File: config.mk
export PLATFORM = sky130hd
export DESIGN_NAME = boolFlagFile
export DESIGN_NICKNAME = d
export VERILOG_FILES = /design/src/rtl/bff_pkg.sv /design/src/rtl/flagCtrl.sv /design/src/rtl/flagStore.sv /design/src/rtl/boolFlagFile.sv
export SDC_FILE = /design/constraint.sdc
export NUM_CORES = 1
export LEC_CHECK = 0
export ABC_AREA = 1
export BUFFER_PORTS_ARGS = -buffer_cell sky130_fd_sc_hd__buf_2
export CORE_MARGIN = 1.5
export CORE_UTILIZATION = 45
export CTS_BUF_LIST = sky130_fd_sc_hd__clkbuf_4 sky130_fd_sc_hd__clkbuf_8
export DETAILED_ROUTE_END_ITERATION = 6
export GPL_ROUTABILITY_DRIVEN = 0
export GPL_TIMING_DRIVEN = 1
export PLACE_DENSITY = 0.76
export SLEW_MARGIN = 20
export SYNTH_ARGS = -nofsm -noshare
export SYNTH_HDL_FRONTEND = slang
export SYNTH_HIERARCHICAL = 1
export SYNTH_SLANG_ARGS = --single-unit
File: constraint.sdc
create_clock -name clk -period 2 [get_ports clk]
set_clock_uncertainty 0.05 [all_clocks]
set_input_delay 0.2 -clock clk [delete_from_list [all_inputs] [get_ports clk]]
set_output_delay 0.2 -clock clk [all_outputs]
set_load 0.01 [all_outputs]
File: src/rtl/bff_pkg.sv
package bff_pkg;
  localparam int FLAG_CNT = 16;
  localparam int IDX_W    = $clog2(FLAG_CNT);
  localparam int ALU_CNT  = 5;
  localparam int ZERO_IDX = 5;

  typedef struct packed {
    logic [FLAG_CNT-1:0] cmpSel;
    logic [FLAG_CNT-1:0] movSel;
    logic [FLAG_CNT-1:0] aluSel;
    logic                cmpVal;
    logic                movVal;
  } wrStrobe_t;
endpackage

File: src/rtl/flagCtrl.sv
module flagCtrl
  import bff_pkg::*;
#(
  parameter int DATA_W = 32,
  localparam int SEL_W = $clog2(DATA_W)
) (
  input  logic             cmpWrEn,
  input  logic [IDX_W-1:0] cmpWrIdx,
  input  logic             cmpWrVal,
  input  logic             movWrEn,
  input  logic [IDX_W-1:0] movWrIdx,
  input  logic [DATA_W-1:0] movSrcReg,
  input  logic [SEL_W-1:0] movBitSel,
  input  logic             aluSetFlags,
  output wrStrobe_t        strobes
);
  // Per-index decode of the three write sources; constant slot never selected.
  for (genvar i = 0; i < FLAG_CNT; i++) begin : gDec
    if (i == ZERO_IDX) begin : gConst
      assign strobes.cmpSel[i] = 1'b0;
      assign strobes.movSel[i] = 1'b0;
      assign strobes.aluSel[i] = 1'b0;
    end else if (i < ALU_CNT) begin : gAlu
      assign strobes.cmpSel[i] = cmpWrEn && (cmpWrIdx == IDX_W'(i));
      assign strobes.movSel[i] = movWrEn && (movWrIdx == IDX_W'(i));
      assign strobes.aluSel[i] = aluSetFlags;
    end else begin : gGen
      assign strobes.cmpSel[i] = cmpWrEn && (cmpWrIdx == IDX_W'(i));
      assign strobes.movSel[i] = movWrEn && (movWrIdx == IDX_W'(i));
      assign strobes.aluSel[i] = 1'b0;
    end
  end

  assign strobes.cmpVal = cmpWrVal;
  assign strobes.movVal = movSrcReg[movBitSel];
endmodule

File: src/rtl/flagStore.sv
module flagStore
  import bff_pkg::*;
(
  input  logic               clk,
  input  logic               rstN,
  input  wrStrobe_t          strobes,
  input  logic [ALU_CNT-1:0] aluFlagsIn,
  input  logic               brValid,
  input  logic [IDX_W-1:0]   brIdx,
  input  logic               brSense,
  output logic               brJump,
  output logic               brNop
);
  logic [FLAG_CNT-1:0] nextFlags;

  for (genvar i = 0; i < FLAG_CNT; i++) begin : gBit
    if (i == ZERO_IDX) begin : gConst
      assign nextFlags[i] = 1'b0;
    end else begin : gReg
      logic curBit;
      logic aluBit;
      if (i < ALU_CNT) begin : gAluSrc
        assign aluBit = aluFlagsIn[i];
      end else begin : gNoAlu
        assign aluBit = 1'b0;
      end
      // Priority: ALU update, then move, then compare, else hold.
      always_comb begin
        if (strobes.aluSel[i])      nextFlags[i] = aluBit;
        else if (strobes.movSel[i]) nextFlags[i] = strobes.movVal;
        else if (strobes.cmpSel[i]) nextFlags[i] = strobes.cmpVal;
        else                        nextFlags[i] = curBit;
      end
      always_ff @(posedge clk) begin
        if (!rstN) curBit <= 1'b0;
        else       curBit <= nextFlags[i];
      end
    end
  end

  // Early-decode read sees this cycle's writes (forwarding through nextFlags).
  logic rdBit;
  assign rdBit  = nextFlags[brIdx];
  assign brJump = brValid && (rdBit == brSense);
  assign brNop  = brValid && (rdBit != brSense);
endmodule

File: src/rtl/boolFlagFile.sv
module boolFlagFile
  import bff_pkg::*;
#(
  parameter int DATA_W = 32,
  localparam int SEL_W = $clog2(DATA_W)
) (
  input  logic               clk,
  input  logic               rstN,
  input  logic               cmpWrEn,
  input  logic [IDX_W-1:0]   cmpWrIdx,
  input  logic               cmpWrVal,
  input  logic               movWrEn,
  input  logic [IDX_W-1:0]   movWrIdx,
  input  logic [DATA_W-1:0]  movSrcReg,
  input  logic [SEL_W-1:0]   movBitSel,
  input  logic               aluSetFlags,
  input  logic [ALU_CNT-1:0] aluFlagsIn,
  input  logic               brValid,
  input  logic [IDX_W-1:0]   brIdx,
  input  logic               brSense,
  output logic               brJump,
  output logic               brNop
);
  wrStrobe_t strobes;

  flagCtrl #(.DATA_W(DATA_W)) uCtrl (
    .cmpWrEn    (cmpWrEn),
    .cmpWrIdx   (cmpWrIdx),
    .cmpWrVal   (cmpWrVal),
    .movWrEn    (movWrEn),
    .movWrIdx   (movWrIdx),
    .movSrcReg  (movSrcReg),
    .movBitSel  (movBitSel),
    .aluSetFlags(aluSetFlags),
    .strobes    (strobes)
  );

  flagStore uStore (
    .clk       (clk),
    .rstN      (rstN),
    .strobes   (strobes),
    .aluFlagsIn(aluFlagsIn),
    .brValid   (brValid),
    .brIdx     (brIdx),
    .brSense   (brSense),
    .brJump    (brJump),
    .brNop     (brNop)
  );
endmodule

==> reports/results.txt <==
For the final critical-path setup slack, the log shows -403.9 ps. The quantity of I/O buffers inserted on ports is 63. The transition time at the pin with the least slew margin is 543.1 ps, and the cell area after synthesis is 0.001777 mm². The first detailed-routing pass took 4 iterations.

The run gives 1 as the maximum level of the CTS H-tree. Max-cap violations in this run came to 0. Walking the worst path, the cells encountered are buf_16 -> clkinv_8 -> nand2_1 -> nand3_1 -> nand3_1 -> nand2_1 -> nand2_1 -> nand2_1 -> nand2_1 -> nand2_2 -> clkinv_4 -> a21oi_2 -> nand2_1 -> nand2_1 -> nand2_1 -> nor2_1 -> nor2_1 -> nor2_1 -> nand2_2 -> nand2_2 -> nand2_1 -> nand2_1 -> nor2_2 -> buf_2. Register with the most flip-flops: uStore/gBit.gReg.curBit.

The number of global-route vias before repair was 2,064. Setup repair after global routing could not meet its margin everywhere. The core region is 0.003716 mm². The ratio of final minimum period to clock period is 1.202. The library cell used most frequently in the layout, excluding fill and tap cells, is sky130_fd_sc_hd__nand2_1. The routed design has 5607 µm of wire. Flip-flop count of the largest register after layout: 15. The tools report the initial detailed-routing violation count as 147. The filler cells instantiated in the layout total 361.

The worst setup path is captured at an output pin. The number of buffers on the longest clock path is 2. The root buffer cell chosen for the clock tree is sky130_fd_sc_hd__clkbuf_8.

The die area is 0.004334 mm². The run gives 0 as the leftover overflow at the end of global routing. The largest registers in the layout are uStore/gBit.gReg.curBit (15). Setup violations remaining at the end of the flow were counted as 2. For the worst-skew pair, the clock arrives at the later sink with an insertion delay of 240 ps. The synthesized area per cell was 5.288 µm². The utilization after layout was 0.6707; the reported leakage power was 1.263 nW.

The detailed router placed 2,277 vias in this run. Smallest hold slack: 172.6 ps. The run finished, with violations left. 64 I/O pins were placed.

Before CTS, the worst setup slack after placement is -484.6 ps. For the number of endpoints with negative hold slack in the final report, the log shows 0. For the largest net degree at the start of global routing, the log shows 19.

The worst endpoint data arrival time is 2150 ps, and the final non-filler cell area is 0.002492 mm². The tools report the cell area after placement as 0.002142 mm². Dividing total power by cell area gives a power density of 394.7 mW/mm². Kind of path behind the tightest hold check: input pin to register.

The run gives 0.4781 as the effective utilization at floorplan. After detailed routing, the number of remaining DRC violations is 0. The first global-routing pass estimated 8500 µm of wire. The tools report the cell count after synthesis as 336. The setup path with the least slack is of type input pin to output pin.

The fraction of layout cells with a size suffix above 1 works out to 0.3512. The number of antenna violations at the first check in global routing was 0; the worst ir drop on vdd was 0.0001887 V. The logs give 1750 ps for the critical path data required time and 0 for the remaining number of nets flagged by the antenna check after routing. The run gives 0.6376 as the worst slew margin relative to its limit.

The tools report the number of standard-cell rows in the floorplan as 22. In this run the vertical extent of the chip is 65.84 µm. The tree built by TritonCTS fans out to 15 sinks. Along the worst path, the maximum fanout reaches 8.

By instance count, the cell type seen most on the critical path is sky130_fd_sc_hd__nand2_1. Using the TritonRoute via totals, the vias-per-cell ratio works out to 4.972. Relative to the synthesized area, the layout overhead comes to 40.28%. The Yosys step of the flow raised 6 warnings. In the layout the commonest cells are sky130_fd_sc_hd__nand2_1, sky130_fd_sc_hd__buf_2, sky130_fd_sc_hd__nor2_1, sky130_fd_sc_hd__inv_1, sky130_fd_sc_hd__nand3_1.

TritonCTS built the clock tree. The smallest clock period supported by the final layout is computed as 2404 ps. The biggest cell delay along the critical path was 130 ps. Element type at the critical path start: an input pin.

The clock transition time at the flip-flop clock pins of the worst setup and hold paths was 70 ps; the HPWL reported at the end of detailed placement was 3805 µm. The critical path's slowest cell is sky130_fd_sc_hd__buf_16. The logs give 416.0 MHz for the maximum frequency from static timing analysis and 0.2445 for the total track usage. 0 antenna diodes ended up in the layout. For the CTS buffer count, the log shows 3. The average detailed-routed wire length per instance works out to 12.24 µm. The final reports fail on negative setup slack. The die is 65.84 µm wide. The run gives 0 as the number of max-slew violations in the final report.

The net count of the finished layout is 473.
## per-stage QoR
stage	cells	total power, mW	setup TNS, ps
after floorplan	345	0.5439	-116.5
after global placement	447	0.6460	-874.2
after detailed placement	447	0.6492	-943.5
after CTS	454	0.9251	-508.3
after global routing	458	1.038	-1126
final	458	0.9838	-807.2
## per-layer routing
metal | share of wire | track usage | up-vias
met2 | 0.49 | 0.4432 | 104
met4 | 0.022 | 0.06771 | 0
li1 | - | - | 1172
met3 | 0.069 | 0.03237 | 15
met1 | 0.42 | 0.2993 | 986
met5 | 0 | 0 | -
## worst paths after layout
| path | start | end | slack [ps] | cells past startpoint |
|---|---|---|---|---|
| hold / removal | aluFlagsIn[1] | uStore/gBit[1].gReg.curBit | 170 | 3 |
| setup / recovery | movBitSel[0] | brNop | -400 | 24 |
| hold reg to reg | uStore/gBit[13].gReg.curBit | uStore/gBit[13].gReg.curBit | 540 | 4 |
| setup reg to reg | uStore/gBit[3].gReg.curBit | uStore/gBit[3].gReg.curBit | 920 | 7 |
## critical path, delay by kind of cell
family,cells,cell delay (ps)
AND/OR/NAND/NOR,19,1420
buffers and inverters,4,430
AO/OA/AOI/OAI,1,120
## area by class of cell
type	count	area [µm²]	share of cell area
Multi-Input combinational cell	265	1325	0.5316
Timing Repair Buffer	83	566.8	0.2274
Sequential cell	15	300.3	0.1205
Inverter	42	177.7	0.07128
Tap cell	48	60.06	0.02410
Clock buffer	3	41.29	0.01657
Timing Repair inverter	1	16.27	0.006526
Clock inverter	1	5.005	0.002008
## report_power, final
group	internal (mW)	total [mW]	leakage, nW	switching, mW
Sequential	0.308	0.310	0.122	0.00203
Clock	0.138	0.254	0.0255	0.116
Combinational	0.186	0.420	1.12	0.234
Total	0.631	0.984	1.26	0.352
## what timing repair did
item,CTS,global route
gates cloned,1,3
hold buffers,0,0
pin swaps,10,7
gates resized for setup,19,30
setup buffers,2,1
endpoints found under the setup margin,2,2
(Power assumes the default switching activity.)
